[src/rtl/slm_pkg.sv]
package slm_pkg;

    typedef enum logic [1:0] {
        SLM_IDLE       = 2'b00,
        SLM_STORE_PEND = 2'b01,
        SLM_LOAD_PEND  = 2'b10,
        SLM_BAD        = 2'b11
    } slm_state_e;

    localparam int unsigned SLM_NUM_CH = 4;
    localparam int unsigned CH_ST_REQ  = 0;
    localparam int unsigned CH_ST_SVC  = 1;
    localparam int unsigned CH_LD_REQ  = 2;
    localparam int unsigned CH_LD_SVC  = 3;

    typedef struct packed {
        logic st_req;
        logic st_svc;
        logic ld_req;
        logic ld_svc;
    } slm_evt_t;

    typedef struct packed {
        slm_state_e state;
    } slm_regs_t;

endpackage

[src/rtl/slm_match.sv]
module slm_match
    import slm_pkg::*;
#(
    parameter int unsigned ADDR_W = 16,
    parameter int unsigned NUM_CH = SLM_NUM_CH
) (
    input  logic [ADDR_W-1:0]             watch_addr,
    input  logic [NUM_CH-1:0]             ch_vld,
    input  logic [NUM_CH-1:0][ADDR_W-1:0] ch_addr,
    output logic [NUM_CH-1:0]             ch_hit
);

    // One comparator per channel; a channel counts only if strobed and addressed to the watched word.
    for (genvar g = 0; g < NUM_CH; g++) begin : g_cmp
        assign ch_hit[g] = ch_vld[g] && (ch_addr[g] == watch_addr);
    end

endmodule

[src/rtl/slm_next.sv]
module slm_next
    import slm_pkg::*;
(
    input  slm_state_e state_q,
    input  slm_evt_t   evt,
    output slm_state_e state_d
);

    always_comb begin
        state_d = state_q;
        unique case (state_q)
            SLM_IDLE: begin
                // Service wins over a same-cycle store request.
                if (evt.st_req && !evt.st_svc) state_d = SLM_STORE_PEND;
            end
            SLM_STORE_PEND: begin
                if (evt.st_svc)      state_d = SLM_IDLE;
                else if (evt.ld_req) state_d = SLM_LOAD_PEND;
            end
            SLM_LOAD_PEND: begin
                if (evt.st_svc)      state_d = SLM_IDLE;
                else if (evt.ld_svc) state_d = SLM_BAD;
            end
            SLM_BAD: state_d = SLM_BAD;
            default: state_d = SLM_IDLE;
        endcase
    end

endmodule

[src/rtl/slm_monitor.sv]
module slm_monitor
    import slm_pkg::*;
#(
    parameter int unsigned ADDR_W = 16
) (
    input  logic              clk,
    input  logic              rst,
    input  logic [ADDR_W-1:0] watch_addr,
    input  logic              st_req_vld,
    input  logic [ADDR_W-1:0] st_req_addr,
    input  logic              st_svc_vld,
    input  logic [ADDR_W-1:0] st_svc_addr,
    input  logic              ld_req_vld,
    input  logic [ADDR_W-1:0] ld_req_addr,
    input  logic              ld_svc_vld,
    input  logic [ADDR_W-1:0] ld_svc_addr,
    output logic              err,
    output logic [1:0]        state
);

    localparam int unsigned NCH = SLM_NUM_CH;

    logic [NCH-1:0]             ch_vld;
    logic [NCH-1:0][ADDR_W-1:0] ch_addr;
    logic [NCH-1:0]             ch_hit;
    slm_evt_t                   evt;
    slm_state_e                 nxt_state;
    slm_regs_t                  regs_d;
    slm_regs_t                  regs_q;

    always_comb begin
        ch_vld              = '0;
        ch_addr             = '0;
        ch_vld[CH_ST_REQ]   = st_req_vld;
        ch_addr[CH_ST_REQ]  = st_req_addr;
        ch_vld[CH_ST_SVC]   = st_svc_vld;
        ch_addr[CH_ST_SVC]  = st_svc_addr;
        ch_vld[CH_LD_REQ]   = ld_req_vld;
        ch_addr[CH_LD_REQ]  = ld_req_addr;
        ch_vld[CH_LD_SVC]   = ld_svc_vld;
        ch_addr[CH_LD_SVC]  = ld_svc_addr;
    end

    slm_match #(
        .ADDR_W (ADDR_W),
        .NUM_CH (NCH)
    ) u_match (
        .watch_addr (watch_addr),
        .ch_vld     (ch_vld),
        .ch_addr    (ch_addr),
        .ch_hit     (ch_hit)
    );

    always_comb begin
        evt.st_req = ch_hit[CH_ST_REQ];
        evt.st_svc = ch_hit[CH_ST_SVC];
        evt.ld_req = ch_hit[CH_LD_REQ];
        evt.ld_svc = ch_hit[CH_LD_SVC];
    end

    slm_next u_next (
        .state_q (regs_q.state),
        .evt     (evt),
        .state_d (nxt_state)
    );

    always_comb begin
        regs_d       = regs_q;
        regs_d.state = nxt_state;
        if (rst) regs_d.state = SLM_IDLE;
    end

    always_ff @(posedge clk) begin
        regs_q <= regs_d;
    end

    assign state = regs_q.state;
    assign err   = (regs_q.state == SLM_BAD);

    // reset lands in IDLE
    a_r1_reset_idle: assert property (@(posedge clk)
        rst |=> (state == 2'b00 && !err));

    // matched store request from IDLE arms the checker
    a_r2_arm: assert property (@(posedge clk) disable iff (rst)
        (state == 2'b00 && st_req_vld && st_req_addr == watch_addr &&
         !(st_svc_vld && st_svc_addr == watch_addr)) |=> state == 2'b01);

    // matched load service in LOAD_PEND without store service is a violation
    a_r4_detect: assert property (@(posedge clk) disable iff (rst)
        (state == 2'b10 && ld_svc_vld && ld_svc_addr == watch_addr &&
         !(st_svc_vld && st_svc_addr == watch_addr)) |=> err);

    // store service cancels a pending hazard
    a_r5_cancel: assert property (@(posedge clk) disable iff (rst)
        ((state == 2'b01 || state == 2'b10) &&
         st_svc_vld && st_svc_addr == watch_addr) |=> state == 2'b00);

    // BAD is absorbing
    a_r7_bad_hold: assert property (@(posedge clk) disable iff (rst)
        err |=> (err && state == 2'b11));

    // the flag only rises out of LOAD_PEND
    a_r9_err_origin: assert property (@(posedge clk) disable iff (rst)
        $rose(err) |-> $past(state) == 2'b10);

endmodule

[config.mk]
export PLATFORM = sky130hd
export DESIGN_NAME = slm_monitor
export DESIGN_NICKNAME = d
export VERILOG_FILES = /design/src/rtl/slm_pkg.sv /design/src/rtl/slm_match.sv /design/src/rtl/slm_next.sv /design/src/rtl/slm_monitor.sv
export SDC_FILE = /design/constraint.sdc
export NUM_CORES = 1
export LEC_CHECK = 0
export ABC_AREA = 1
export CAP_MARGIN = 20
export CORE_ASPECT_RATIO = 1.25
export CORE_MARGIN = 2
export CORE_UTILIZATION = 24
export CTS_CLUSTER_DIAMETER = 30
export DETAILED_ROUTE_END_ITERATION = 7
export DONT_BUFFER_PORTS = 1
export PLACE_DENSITY_LB_ADDON = 0.3
export SLEW_MARGIN = 20
export SYNTH_ARGS = -nofsm -noshare
export SYNTH_HDL_FRONTEND = slang
export SYNTH_SLANG_ARGS = --single-unit
[constraint.sdc]
create_clock -name clk -period 2.6 [get_ports clk]
set_input_delay 0.52 -clock clk [delete_from_list [all_inputs] [get_ports clk]]
set_output_delay 0.52 -clock clk [all_outputs]
set_load 0.01 [all_outputs]
==> flow_metrics.py <==
metrics = {
    "logic_synthesis": {
        "syn_area_sq_um": 1409,
        "ys_top_cells_by_area": "nand2_1 41%, inv_1 14%, nor2_1 13%, xnor2_1 6.8%, nand2_2 3.6%",
        "synth_top_cell_by_area": "nand2_1",
        "synth_nets": 406,
        "yosysTopAreaCellShare": 0.4103,
        "netlist_instances": 320,
        "ys_seq_area_frac": 0.02842,
        "ys_warn_count": 0,
        "syn_area_per_cell_sq_um": 4.403,
        "synth-seq-cells": 2,
        "yosysUniqueCellTypes": 18,
    },
    "timing": {
        "skew_ns": 0.00002369,
        "min_period_over_period": 0.5475,
        "maxSlewViolCount": 0,
        "tightest_slew_ns": 0.2560,
        "fin_crit_ns": 1.424,
        "timing.fmax_mhz": 702.5,
        "finalHoldViolCount": 0,
        "slew_headroom": 0.8291,
        "rsz0062_at_grt": "false",
        "setup_viol": 0,
        "tns_ns": 0,
    },
    "die": {
        "die-area_sq_um": 6503,
        "rows": 31,
        "fp.dieH_um": 89.66,
        "coreArea_sq_um": 5741,
        "ioPinCount": 89,
        "die_w_um": 72.53,
        "initial_utilization": 0.2454,
    },
    "route": {
        "drt_iter0_drc": 47,
        "dr.pass1.iters": 4,
        "ant_nets": 0,
        "viasPerCell": 4.319,
        "drt_wl_total_mm": 4.338,
        "wl_per_cell_um": 11.15,
        "drc": 0,
        "routed-via-count": 1680,
    },
    "power": {
        "p_clk_frac": 0.346,
        "swShare": 0.3975,
        "seqPwrFrac": 0.115,
        "leakage_uw": 0.0009756,
        "finalPower_uw": 353.8,
        "power.density_nw_per_um2": 230.8,
        "p_int_uw": 213.1,
        "vdd_drop_max_v": 0.00008067,
        "p_sw_uw": 140.6,
        "combPwrFrac": 0.538,
    },
    "clock_tree": {
        "cts_root_buf": "clkbuf_8",
        "h-tree-depth": 1,
        "post_cts_buffers": 0,
        "clockBufferDepth": 2,
        "worst_skew_pair.late_latency_ns": 0.21,
        "numCtsBuffers": 3,
        "cts_tree": "yes",
        "clk_pin_slew_ns": 0.03,
        "postCtsHoldBufs": 0,
        "clock_sinks": 2,
        "ctsResizeCount": 0,
    },
    "setup_path": {
        "path_max_fanout": 5,
        "slowest_stage": "dfxtp_1",
        "worst-setup-path-type": "register to output pin",
        "reg2regPathDepth": 6,
        "max_stage_delay_ns": 0.45,
        "critPathArrivalTime_ns": 0.90,
        "path_buf_inv": 1,
        "end_kind": "output pin",
        "crit_cells": 2,
        "critical_path.cell_chain": "nand2_1 -> inv_1",
        "cp.required_ns": 2.08,
        "cp-start-kind": "register",
        "cp_top_family": "flip-flops",
    },
    "grt": {
        "grt_start_max_net_pins": 7,
        "grt_pass1_vias": 1663,
        "grt_overflow": 0,
        "gr-usage-all-layers": 0.1373,
        "grt_pass1_wl_mm": 6.934,
        "antenna_found_initial": 0,
    },
    "finish": {
        "final_cell_mix": "154 x nand2_1, 53 x inv_1, 47 x nor2_1, 13 x inv_2, 11 x xnor2_1",
        "largest_reg_flops": 2,
        "diodes": 0,
        "area_growth_pct": 8.792,
        "ff_latch_area_sq_um": 40.04,
        "final_area_sq_um": 1533,
        "nFillCells": 720,
        "multiInputGateArea_sq_um": 1121,
        "layout-drive-gt1-share": 0.1053,
        "final_common_cell": "nand2_1",
        "final_nets": 411,
    },
    "place": {
        "place.gp.congestion": 0.8267,
        "placed_area_sq_um": 1491,
        "io_buffers": 0,
        "hpwl_mm": 3.988,
    },
    "worst_hold_path": {
        "holdCritPathClass": "input pin to register",
        "holdPathStages": 3,
    },
    "job": {
        "cap_violations": 0,
    },
    "outcome": {
        "status": "finished clean",
    },
}
## metal layers
| layer | track usage | wire [um] | vias up | share of wire |
|---|---|---|---|---|
| met3 | 0.04688 | 481 | 9 | 0.11 |
| met1 | 0.1420 | 1601 | 661 | 0.37 |
| met5 | 0 | 0 | - | 0 |
| met2 | 0.2471 | 2138 | 74 | 0.49 |
| li1 | - | - | 936 | - |
| met4 | 0.06734 | 116 | 0 | 0.027 |
## stage by stage
stage / hold slack (ns) / instances / setup slack, ns / util
finish: 0.5146 / 389 / 1.176 / 0.2670
global placement: 0.7420 / 386 / 0.9890 / 0.2598
floorplan: 0.6802 / 320 / 1.176 / -
detailed placement: 0.7364 / 386 / 0.9701 / 0.2598
global route: 0.5681 / 389 / 1.040 / 0.2670
CTS: 0.5167 / 389 / 1.153 / 0.2670
## worst register-to-register path, stage by stage, from the launching register on
cell and delay, ns:
dfxtp_1 0.44, inv_1 0.07, nor2_1 0.19, nand3_2 0.12, nand3_2 0.09, nor2_1 0.04
nor2_1 0.07
## layout make-up
cell class,instances,share of cell area
flip-flops and latches,2,0.02612
inverters,66,0.1616
well taps,66,0.05388
multi-input cells,252,0.7314
clock buffers,3,0.02694
## power groups by stage
stage,combinational (uW),sequential (uW),clock (uW)
floorplan,160,39.6,0
global placement,192,41.3,0
detailed placement,193,41.5,0
CTS,194,41.1,126
global route,225,41.1,130
finish,190,40.8,122
## synth_stat cells, drive strengths merged
library cell  instances
a21boi                1
inv                  66
nor3                  1
nor2                 52
nand4                 5
nand3b                3
dfxtp                 2
xnor2                11
o22ai                 1
nand2               162
xor2                  3
o21ai                 4
nand3                 9
## worst paths after layout
check | start | to | slack, ns
worst max-delay path | state[0] | err | 1.18
worst min-delay path | rst | state[0] | 0.51
worst max register to register | state[1] | state[1] | 1.52
worst min register to register | state[1] | state[0] | 0.76
## logic make-up (layout without fill, tap and decap cells)
| kind of cell | Yosys count | count (layout) | synth area share |
|---|---|---|---|
| and+or+nand+nor | 232 | 232 | 0.6847 |
| buffers and inverters | 66 | 69 | 0.1758 |
| xor gates and xnor gates | 14 | 14 | 0.08704 |
| AOI/OAI and AO/OA | 6 | 6 | 0.02398 |
| DFF | 2 | 2 | 0.02842 |
No activity file was read; power rests on OpenSTA's default activity.
